`src/rtl/pkt_tx_link.sv`:
```
module pkt_tx_link #(
  parameter int NPORTS    = 4,
  parameter int AW        = 2,
  parameter int DW        = 8,
  parameter int MIN_LEN   = 6,
  parameter int RUNON     = 2,
  parameter int ERR_EVERY = 4
) (
  input  logic          clk,
  input  logic          rst,
  output logic [AW-1:0] poll_addr,
  input  logic          poll_avail,
  input  logic          sel_space,
  output logic [DW-1:0] tx_data,
  output logic          tx_sel,
  output logic          tx_en,
  output logic          tx_sop,
  output logic          tx_eop,
  output logic          tx_err
);
  localparam int LW  = $clog2(MIN_LEN + NPORTS + 1);
  localparam int EW  = $clog2(ERR_EVERY + 1);
  localparam int RW  = $clog2(RUNON + 1);
  localparam int LOW = DW - AW;

  logic [NPORTS-1:0] ready;
  logic [LW-1:0]     pos  [NPORTS];
  logic [EW-1:0]     pkts [NPORTS];
  logic [AW-1:0]     cur, last, pick;
  logic [RW-1:0]     lowc;
  logic              found;

  wire        gap      = !sel_space;
  wire [RW:0] low_next = {1'b0, lowc} + {{RW{1'b0}}, gap};
  wire        keep     = tx_en && !tx_eop && (int'(low_next) < RUNON);
  wire        issue    = tx_sel || keep;
  wire        is_last  = pos[cur] == LW'(MIN_LEN + int'(cur) - 1);
  wire        is_err   = is_last && (pkts[cur] == EW'(ERR_EVERY - 1));

  always_comb begin
    found = 1'b0;
    pick  = last;
    for (int k = 1; k <= NPORTS; k++) begin
      if (!found && ready[(int'(last) + k) % NPORTS]) begin
        found = 1'b1;
        pick  = AW'((int'(last) + k) % NPORTS);
      end
    end
  end

  always_ff @(posedge clk) begin
    if (rst) begin
      poll_addr <= '0;
      ready     <= '0;
      cur       <= '0;
      last      <= AW'(NPORTS - 1);
      lowc      <= '0;
      tx_data   <= '0;
      tx_sel    <= 1'b0;
      tx_en     <= 1'b0;
      tx_sop    <= 1'b0;
      tx_eop    <= 1'b0;
      tx_err    <= 1'b0;
      for (int p = 0; p < NPORTS; p++) begin
        pos[p]  <= '0;
        pkts[p] <= '0;
      end
    end else begin
      poll_addr <= (poll_addr == AW'(NPORTS - 1)) ? '0 : poll_addr + 1'b1;
      ready[poll_addr] <= poll_avail;
      if (issue) begin
        tx_en   <= 1'b1;
        tx_sel  <= 1'b0;
        tx_sop  <= pos[cur] == '0;
        tx_eop  <= is_last;
        tx_err  <= is_err;
        tx_data <= {cur, LOW'(pos[cur])};
        lowc    <= tx_en ? RW'(low_next) : '0;
        pos[cur] <= is_last ? '0 : pos[cur] + 1'b1;
        if (is_last)
          pkts[cur] <= (pkts[cur] == EW'(ERR_EVERY - 1)) ? '0 : pkts[cur] + 1'b1;
      end else begin
        tx_en  <= 1'b0;
        tx_sop <= 1'b0;
        tx_eop <= 1'b0;
        tx_err <= 1'b0;
        lowc   <= '0;
        if (found) begin
          tx_sel      <= 1'b1;
          tx_data     <= DW'(pick);
          cur         <= pick;
          last        <= pick;
          ready[pick] <= 1'b0;
        end else begin
          tx_sel  <= 1'b0;
          tx_data <= '0;
        end
      end
    end
  end
endmodule

```
`config.mk`:
```
export PLATFORM = sky130hd
export DESIGN_NAME = pkt_tx_link
export DESIGN_NICKNAME = d
export VERILOG_FILES = /design/src/rtl/pkt_tx_link.sv
export SDC_FILE = /design/constraint.sdc
export NUM_CORES = 1
export LEC_CHECK = 0
export ABC_AREA = 1
export BUFFER_PORTS_ARGS = -buffer_cell sky130_fd_sc_hd__buf_2
export CORE_MARGIN = 5
export CORE_UTILIZATION = 50
export DETAILED_ROUTE_END_ITERATION = 8
export GPL_TIMING_DRIVEN = 1
export PLACE_DENSITY = 0.72
export SYNTH_ARGS = -nofsm -noshare
export SYNTH_HDL_FRONTEND = slang
export SYNTH_SLANG_ARGS = --single-unit
```
`constraint.sdc`:
```
create_clock -name clk -period 2.2 [get_ports clk]
set_clock_uncertainty 0.15 [all_clocks]
set_input_delay 0.44 -clock clk [delete_from_list [all_inputs] [get_ports clk]]
set_output_delay 0.44 -clock clk [all_outputs]
set_load 0.05 [all_outputs]
```
==> results of run 1 <==
through the flow:
stage	total power [mW]	utilization	std cells	area [µm²]	setup WS (ns)
global route	4.09	0.583	427	2980	0.0228
global placement	3.11	0.558	419	2850	0.0828
finish	3.80	0.583	427	2980	0.164
detailed placement	3.13	0.558	419	2850	0.0443
CTS	3.81	0.583	427	2980	0.0899
floorplan	2.69	-	327	2630	0.0842
worst max path at each step:
| stage | startpoint | cells past startpoint | end | slack [ns] |
|---|---|---|---|---|
| after floorplan | tx_en$_DFF_P_ | 8 | pkts[0][0]$_SDFFCE_PN0P_ | 0.08 |
| after global placement | sel_space | 12 | pkts[0][1]$_SDFFCE_PN0P_ | 0.08 |
| after detailed placement | sel_space | 12 | pkts[0][1]$_SDFFCE_PN0P_ | 0.04 |
| after CTS | flip-flop | 9 | pkts[3][1]$_DFFE_PP_ | 0.09 |
| after global routing | flip-flop | 10 | pos[0][2]$_SDFFCE_PN0P_ | 0.02 |
| final | flip-flop | 10 | pos[3][2]$_DFFE_PP_ | 0.16 |
routing by layer:
| layer | vias up | part of all wire |
|---|---|---|
| li1 | 1097 | - |
| met1 | 982 | 0.45 |
| met2 | 53 | 0.48 |
| met3 | 10 | 0.048 |
| met4 | 0 | 0.017 |
| met5 | - | 0 |
cells in the final DEF, fill, tap and decap left out, types with 10 or more instances in the layout:
cell	count
sky130_fd_sc_hd__nand2_1	95
sky130_fd_sc_hd__nor2_1	45
sky130_fd_sc_hd__inv_1	35
sky130_fd_sc_hd__edfxtp_1	28
sky130_fd_sc_hd__dfxtp_1	24
sky130_fd_sc_hd__nand3_1	20
sky130_fd_sc_hd__buf_2	16
sky130_fd_sc_hd__o21ai_0	14
sky130_fd_sc_hd__buf_4	13
sky130_fd_sc_hd__a21oi_1	12
sky130_fd_sc_hd__ha_1	10
where the power goes:
group / leakage (nW) / total, mW / internal, mW / switching [mW]
logic: 0.874 / 1.78 / 0.502 / 1.28
registers: 0.495 / 1.34 / 1.23 / 0.105
clock network: 0.0645 / 0.681 / 0.361 / 0.320
synth_stat cells, drive strengths merged:
cell type and count:
edfxtp 28, nand4 2, nor2 49, nor3 2
conb 1, nor3b 3, ha 10, nand2 102
a21oi 12, xor2 1, nand3b 1, dfxtp 25
buf 5, inv 41, o22a 1, a21boi 1
o22ai 2, clkbuf 2, nand3 21, o211ai 2
o21ai 14, clkinv 1
critical path, delay by kind of cell (launching register included):
family | cells | cell delay, ns
xor gates and xnor gates | 1 | 0.18
adders and majority gates | 1 | 0.21
buffers and inverters | 3 | 0.35
DFF | 1 | 0.33
and+or+nand+nor | 5 | 0.58
registers in the layout, summed over array words and instances, names as in the netlist, named ones only:
register / flops
cur: 2
last: 2
lowc: 2
pkts: 12
poll_addr: 2
pos: 16
ready: 4
tx_data: 6
tx_en: 1
tx_eop: 1
tx_err: 1
tx_sel: 1
tx_sop: 1
area by class of cell:
| type | instances | share of cell area |
|---|---|---|
| clock inverter | 1 | 0.00168 |
| sequential | 53 | 0.451 |
| inverter | 42 | 0.0530 |
| timing repair buffer | 29 | 0.0597 |
| tap | 70 | 0.0294 |
| clock buffer | 7 | 0.0399 |
| multi-input combinational | 225 | 0.365 |
cells by family (layout without fill, tap and decap cells):
logic type	count (synthesis)	in the layout	share of synthesized area
simple gates	180	180	0.294
buf+inv	49	79	0.0776
xor+xnor	1	1	0.00333
compound gates	32	32	0.0662
fa+ha+maj	10	10	0.0476
flops	53	53	0.510
other cells	1	2	0.00143
==> flow_summary.yaml, run 1 <==
final_layout:
  seq_area_um2: 1340
  antenna_diode_count: 0
  layout.filler_cells: 474
  layout-drive-gt1-share: 0.157
  area_growth_pct: 13.2
  design.final.nets: 370
  multiInputGateArea_um2: 1090
logic_synthesis:
  syn-instance-count: 326
  postSynthRegisterBits: 53
  cell_type_with_the_largest_total_area_after_synthesis: "sky130_fd_sc_hd__edfxtp_1"
  yosys.cell_types.count: 30
  syn_avg_cell_area_um2: 8.06
  netlist_top_cells_area: "sky130_fd_sc_hd__edfxtp_1 (32%), sky130_fd_sc_hd__dfxtp_1 (19%), sky130_fd_sc_hd__nand2_1 (14%), sky130_fd_sc_hd__nor2_1 (6.4%), sky130_fd_sc_hd__inv_1 (5.0%)"
  ys_seq_area_frac: 0.510
  netlist_area_um2: 2630
  synth_largest_type_area_fraction: 0.320
  number_of_warnings_reported_in_the_yosys_synthesis_log: 0
sta:
  finalHoldWorstSlack_ns: 0.240
  period_minus_slack_ns: 2.04
  clock.fmax_mhz: 491
  timing.final.max_slew_violations: 0
  hold_viol_final: 0
  finalSetupViolations: 0
  fin_tns_setup_ns: 0
  grt_setup_unrepaired: "false"
  period_share: 0.926
flow_run:
  drv_cap: 0
floorplan:
  die_y_um: 82.5
  floorplan.initialDensity: 0.515
  num_rows: 26
  die-area_um2: 6810
  design.core.area_um2: 5110
  design.portCount: 19
  dieWidth_um: 82.5
worst_setup_path:
  critical_path_required_ns: 2.11
  regToRegSetupSlack_ns: 0.16
  crit_chain: "buf_4 -> nand2_1 -> nand3_1 -> nand2_1 -> inv_1 -> ha_1 -> xor2_1 -> nor2_1 -> nand2_1 -> inv_1"
  r2r_end: "pos[3][2]$_DFFE_PP_"
  setup.worst_path.class: "reg2reg"
  worst_path_largest_cell_delay_ns: 0.33
  worstRegToRegCells: 10
  start_kind: "flip-flop"
  cp-end-kind: "flip-flop"
  cp_max_fo: 14
  slowest_stage: "sky130_fd_sc_hd__dfxtp_1"
  crit_top_cell: "sky130_fd_sc_hd__nand2_1"
  worst_ep_arrival_time_ns: 1.95
detailed_routing:
  vias: 2142
  wl_per_instance_um: 13.1
  route.detailed.vias_per_inst: 5.02
  drt-total-wl_um: 5610
  drt_first_pass_iters: 4
  route.detailed.drc: 0
  drt_iter0_drc: 155
  postRouteAntennaNets: 0
clock_tree:
  ctsRootBufferMaster: "sky130_fd_sc_hd__clkbuf_8"
  cts.path.max_buffers: 2
  cts_setup_buffers: 0
  clk_pin_slew_worst_paths_ns: 0.09
  numClockSinks: 53
  post_cts_resized: 0
  clk-insertion-delay-late_ns: 0.30
  ctsHoldBuffers: 0
  htreeDepth: 2
  cts_tree: "yes"
  cts_inserted_buffers: 5
power_and_ir_drop:
  cellLeakagePower_nw: 1.43
  irDropWorstVdd_uv: 591
  p_per_area_nw_per_um2: 1280
place:
  port_buffers: 16
  place.gp.congestion: 0.962
  dp.final_hpwl_um: 4380
grt:
  grt_pass1_wl_um: 9270
  globalRouteOverflowTotal: 0
  top_usage_layer: "met2"
  gr-usage-met3: 0.0380
  grt_pass1_vias: 2025
  largest_net_degree_at_the_start_of_global_routing: 17
  grtUsageMet1: 0.226
  global_route.usage.met2: 0.309
  grt_use_total: 0.180
  grt_antenna_before_repair: 0
status:
  outcome: "finished, final reports clean"
hold_path:
  holdPathEnd: "poll_addr[0]$_SDFF_PP0_"
  worstHoldStart: "rst"
  min_path_type: "in2reg"
  hold_path_depth: 2
No activity file was read; power rests on OpenSTA's default activity.
==> inputs of run 2 (changes only) <==
--- a/config.mk
+++ b/config.mk
@@ -9,6 +9,7 @@
 export BUFFER_PORTS_ARGS = -buffer_cell sky130_fd_sc_hd__buf_2
 export CORE_MARGIN = 5
 export CORE_UTILIZATION = 50
+export CTS_BUF_LIST = sky130_fd_sc_hd__clkbuf_16
 export DETAILED_ROUTE_END_ITERATION = 8
 export GPL_TIMING_DRIVEN = 1
 export PLACE_DENSITY = 0.72
==> run 2 against run 1 <==
Clock power grew 32%; combinational power is essentially flat; via count is essentially flat; cell count is the same; power grew 6.2%; die area is the same; worst setup slack lost 0.015 ns; worst hold slack gained 0.019 ns; critical path depth is the same; register-to-register slack lost 0.02 ns; first-iteration DRC count shrank 2.6%; largest power group unchanged.
==> flow_summary.yaml, run 2 (synthesis gave the netlist of run 1 again) <==
status:
  outcome: "finished, final reports clean"
clock_tree:
  ctsRootBufferMaster: "sky130_fd_sc_hd__clkbuf_16"
  cts_tree: "yes"
  htreeDepth: 2
  clk-insertion-delay-late_ns: 0.29
  cts_inserted_buffers: 5
  clk_pin_slew_worst_paths_ns: 0.07
  cts.path.max_buffers: 2
  numClockSinks: 53
floorplan:
  design.portCount: 19
  dieWidth_um: 82.5
  design.core.area_um2: 5110
  num_rows: 26
  floorplan.initialDensity: 0.515
  die-area_um2: 6810
  die_y_um: 82.5
place:
  preCtsSetupSlack_ns: 0.0443
  place.gp.congestion: 0.962
  port_buffers: 16
  dp.final_hpwl_um: 4380
detailed_routing:
  vias: 2141
  route.detailed.vias_per_inst: 5.01
  route.detailed.drc: 0
  drt_iter0_drc: 151
  drt-total-wl_um: 5730
  postRouteAntennaNets: 0
  drt_first_pass_iters: 4
  wl_per_instance_um: 13.4
final_layout:
  layout.cells.most_common_list: "sky130_fd_sc_hd__nand2_1 (95), sky130_fd_sc_hd__nor2_1 (45), sky130_fd_sc_hd__inv_1 (35), sky130_fd_sc_hd__edfxtp_1 (28), sky130_fd_sc_hd__dfxtp_1 (24)"
  top_regs: "pos: 16 flops, pkts: 12 flops, tx_data: 6 flops"
  antenna_diode_count: 0
  design.final.nets: 370
  registers.top_by_ff_count: "pos"
  area_growth_pct: 15.4
  mostFrequentLayoutCell: "sky130_fd_sc_hd__nand2_1"
  flip_flop_count_of_the_largest_register_after_layout: 16
  layout-drive-gt1-share: 0.157
hold_path:
  min_path_type: "in2reg"
  worstHoldStart: "rst"
  holdPathEnd: "poll_addr[0]$_SDFF_PP0_"
  hold_path_depth: 2
worst_setup_path:
  regToRegSetupSlack_ns: 0.15
  r2r_end: "pkts[3][0]$_DFFE_PP_"
  worstRegToRegCells: 10
  crit_cells: 10
  setup.worst_path.class: "reg2reg"
  slowest_stage: "sky130_fd_sc_hd__dfxtp_1"
  start_kind: "flip-flop"
  critical_path.n_buffers_inverters: 2
  worst_path_largest_cell_delay_ns: 0.35
  critPathTopFamily: "simple AND/OR/NAND/NOR gates"
  worst_ep_arrival_time_ns: 1.91
  critical_path_required_ns: 2.06
  cp_max_fo: 14
  crit_top_cell: "sky130_fd_sc_hd__nand2_1"
  crit_chain: "buf_4 -> nand2_1 -> nand3_1 -> nand2_1 -> nand2_1 -> nand2_1 -> nor2_1 -> nand2_1 -> a21oi_1 -> buf_4"
  cp-end-kind: "flip-flop"
sta:
  hold_viol_final: 0
  period_share: 0.933
  fin_ws_ns: 0.148
  clock.fmax_mhz: 487
  timing.final.max_slew_violations: 0
  fin_tns_setup_ns: 0
  grt_setup_unrepaired: "false"
  period_minus_slack_ns: 2.05
  finalSetupViolations: 0
  finalHoldWorstSlack_ns: 0.260
grt:
  globalRouteOverflowTotal: 0
  grt_antenna_before_repair: 0
  grt_pass1_wl_um: 9280
  grt_use_total: 0.181
  grt_pass1_vias: 1998
  largest_net_degree_at_the_start_of_global_routing: 17
flow_run:
  drv_cap: 0
power_and_ir_drop:
  cellLeakagePower_nw: 1.46
  p_per_area_nw_per_um2: 1330
  irDropWorstVdd_uv: 596
-- run 2: metal layers --
layer / up-vias / wire [µm] / track usage
li1: 1096 / - / -
met1: 992 / 2510 / 0.227
met2: 45 / 2870 / 0.313
met3: 8 / 255 / 0.0380
met4: 0 / 85 / 0.0588
met5: - / 0 / 0
-- run 2: area by class of cell --
cell class              count  area [µm²]
well taps                  70        87.6
fillers                   462        2070
clock inverters             1        5.00
clock buffers               7         175
flip-flops and latches     53        1340
repair buffers             29         178
multi-input cells         225        1090
inverters                  42         158
-- run 2: worst max-delay path by stage --
stage / endpoint
finish: pkts[3][0]$_DFFE_PP_
global route: pos[0][2]$_SDFFCE_PN0P_
CTS: pkts[3][1]$_DFFE_PP_
detailed placement: pkts[0][1]$_SDFFCE_PN0P_
global placement: pkts[0][1]$_SDFFCE_PN0P_
floorplan: pkts[0][0]$_SDFFCE_PN0P_
-- run 2: report_power, final --
group | switching [mW] | total [mW] | internal, mW
clock network | 0.344 | 0.902 | 0.558
logic | 1.29 | 1.79 | 0.502
registers | 0.107 | 1.34 | 1.23
-- run 2: through the flow --
step / instance area (µm²) / total power [mW] / instances / utilization
2_1_floorplan: 2630 / 2.69 / 327 / -
3_3_place_gp: 2850 / 3.11 / 419 / 0.558
3_5_place_dp: 2850 / 3.13 / 419 / 0.558
4_1_cts: 3030 / 4.04 / 427 / 0.594
5_1_grt: 3030 / 4.31 / 427 / 0.594
6_report: 3030 / 4.03 / 427 / 0.594
-- run 2: timing repair --
action                     in CTS  in global routing
gates resized for setup         0                  1
hold buffers                    0                  0
hold endpoints to repair        0                  0
buffers inserted                0                  0
setup endpoints to repair       0                  7
==> inputs of run 3 (changes only) <==
--- a/config.mk
+++ b/config.mk
@@ -8,11 +8,12 @@
 export ABC_AREA = 1
 export BUFFER_PORTS_ARGS = -buffer_cell sky130_fd_sc_hd__buf_2
 export CORE_MARGIN = 5
-export CORE_UTILIZATION = 50
+export CORE_UTILIZATION = 33
 export CTS_BUF_LIST = sky130_fd_sc_hd__clkbuf_16
 export DETAILED_ROUTE_END_ITERATION = 8
 export GPL_TIMING_DRIVEN = 1
-export PLACE_DENSITY = 0.72
+export HOLD_SLACK_MARGIN = 0.02
+export PLACE_DENSITY = 0.53
 export SYNTH_ARGS = -nofsm -noshare
 export SYNTH_HDL_FRONTEND = slang
 export SYNTH_SLANG_ARGS = --single-unit
==> run 3 against run 2 <==
Clock-buffer cell count shrank 2; critical path depth unchanged; via count shrank 0.84%; highest routed layer unchanged; cell area up 3.2%; register-to-register slack better by 0.05 ns; global-route usage down 5.8 points; worst hold slack gained 0.013 ns; sequential cell count unchanged; first-iteration DRC count is 48% lower; worst setup slack improved by 0.047 ns; critical endpoint is now pos[2][2]$_SDFFCE_PN0P_.
==> flow_summary.yaml, run 3 (synthesis gave the netlist of run 1 again) <==
status:
  outcome: "finished, final reports clean"
clock_tree:
  clk_pin_slew_worst_paths_ns: 0.07
  cts_tree: "yes"
  numClockSinks: 53
  clk-insertion-delay-late_ns: 0.29
  post_cts_resized: 0
  cts_inserted_buffers: 5
  htreeDepth: 2
  ctsHoldBuffers: 0
  cts_setup_buffers: 0
  cts.path.max_buffers: 2
  ctsRootBufferMaster: "sky130_fd_sc_hd__clkbuf_16"
worst_setup_path:
  regToRegSetupSlack_ns: 0.19
  worstRegToRegCells: 10
  cp-end-kind: "flip-flop"
  critical_path_required_ns: 2.09
  setup.worst_path.class: "reg2reg"
  worst_ep_arrival_time_ns: 1.89
  cp_max_fo: 6
  r2r_end: "pos[2][2]$_SDFFCE_PN0P_"
  start_kind: "flip-flop"
grt:
  grt_pass1_vias: 2067
  grt_pass1_wl_um: 9870
  largest_net_degree_at_the_start_of_global_routing: 18
  globalRouteOverflowTotal: 0
  grt_antenna_before_repair: 0
  grt_use_total: 0.124
power_and_ir_drop:
  irDropWorstVdd_uv: 576
  p_per_area_nw_per_um2: 1280
  cellLeakagePower_nw: 1.50
  power_mw: 4.00
place:
  place.gp.congestion: 0.822
  dp.final_hpwl_um: 4670
  dp.cells: 463
  preCtsSetupSlack_ns: 0.0575
  port_buffers: 16
  dpl-instance-area_um2: 2980
final_layout:
  finalCoreUtilization: 0.405
  design.final.nets: 382
  mostFrequentLayoutCell: "sky130_fd_sc_hd__nand2_1"
  seq_area_um2: 1340
  final_cell_count_no_fill: 471
  flip_flop_count_of_the_largest_register_after_layout: 16
  area_growth_pct: 19.0
  registers.top_by_ff_count: "pos"
  layout.cells.most_common_list: "sky130_fd_sc_hd__nand2_1 (95), sky130_fd_sc_hd__nor2_1 (45), sky130_fd_sc_hd__inv_1 (35), sky130_fd_sc_hd__edfxtp_1 (28)"
  design_area_um2: 3130
  multiInputGateArea_um2: 1090
  layout-drive-gt1-share: 0.184
  antenna_diode_count: 0
  top_regs: "pos: 16 flops, pkts: 12 flops, tx_data: 6 flops"
  layout.filler_cells: 792
hold_path:
  worstHoldStart: "rst"
  min_path_type: "in2reg"
  hold_path_depth: 2
  holdPathEnd: "poll_addr[1]$_SDFF_PP0_"
detailed_routing:
  wl_met1_um: 2730
  drt_iter0_drc: 78
  postRouteAntennaNets: 0
  wl_per_instance_um: 12.4
  route.met2.wl_um: 2780
  route.detailed.vias_per_inst: 4.51
  drt_first_pass_iters: 4
  drt-total-wl_um: 5830
  vias: 2123
  routed-wl-met3_um: 230
  route.detailed.drc: 0
  highest_routed_layer: "met4"
floorplan:
  design.core.area_um2: 7730
  num_rows: 32
  die_y_um: 99.3
  die-area_um2: 9850
  floorplan.initialDensity: 0.340
  design.portCount: 19
  dieWidth_um: 99.3
sta:
  timing.final.max_slew_violations: 0
  grt_setup_unrepaired: "false"
  clock.fmax_mhz: 499
  period_share: 0.911
  period_minus_slack_ns: 2.01
  finalSetupViolations: 0
  fin_tns_setup_ns: 0
  hold_viol_final: 0
  finalHoldWorstSlack_ns: 0.273
  fin_ws_ns: 0.195
flow_run:
  drv_cap: 0
run 3: final cells by class:
class / instances / area share
clock buffers: 5 / 0.0400
clock inverters: 3 / 0.00600
inverters: 42 / 0.0504
multi-input cells: 225 / 0.349
flip-flops and latches: 53 / 0.429
well taps: 102 / 0.0408
repair buffers: 41 / 0.0856
run 3: worst max path at each step:
stage                                     endpoint  slack, ns          start  depth (start not counted)
final                      pos[2][2]$_SDFFCE_PN0P_       0.19      flip-flop                         10
after CTS                     pkts[3][0]$_DFFE_PP_       0.17      flip-flop                          8
after global routing      pkts[2][1]$_SDFFCE_PN0P_       0.02      flip-flop                         12
after floorplan           pkts[0][0]$_SDFFCE_PN0P_       0.08  tx_en$_DFF_P_                          8
after global placement    pkts[2][0]$_SDFFCE_PN0P_       0.08      sel_space                         12
after detailed placement  pkts[2][2]$_SDFFCE_PN0P_       0.06      sel_space                         12
run 3: worst max-delay path, stage by stage, from the launching register on:
cell and delay [ns]:
sky130_fd_sc_hd__dfxtp_1 0.51, sky130_fd_sc_hd__inv_2 0.12, sky130_fd_sc_hd__nand3_1 0.14, sky130_fd_sc_hd__nand2_2 0.07, sky130_fd_sc_hd__buf_4 0.16, sky130_fd_sc_hd__inv_1 0.05
sky130_fd_sc_hd__ha_1 0.14, sky130_fd_sc_hd__xor2_1 0.14, sky130_fd_sc_hd__nor2_1 0.06, sky130_fd_sc_hd__nand2_1 0.15, sky130_fd_sc_hd__nor2_1 0.06
run 3: where the power goes:
part	internal [mW]	leakage, nW	switching, mW	total [mW]
registers	1.23	0.495	0.102	1.34
logic	0.614	0.929	1.28	1.89
clock network	0.424	0.0749	0.347	0.770
run 3: routing by layer:
metal / vias to the layer above / GRT usage
li1: 1118 / -
met1: 960 / 0.164
met2: 38 / 0.203
met3: 7 / 0.0231
met4: 0 / 0.0410
met5: - / 0
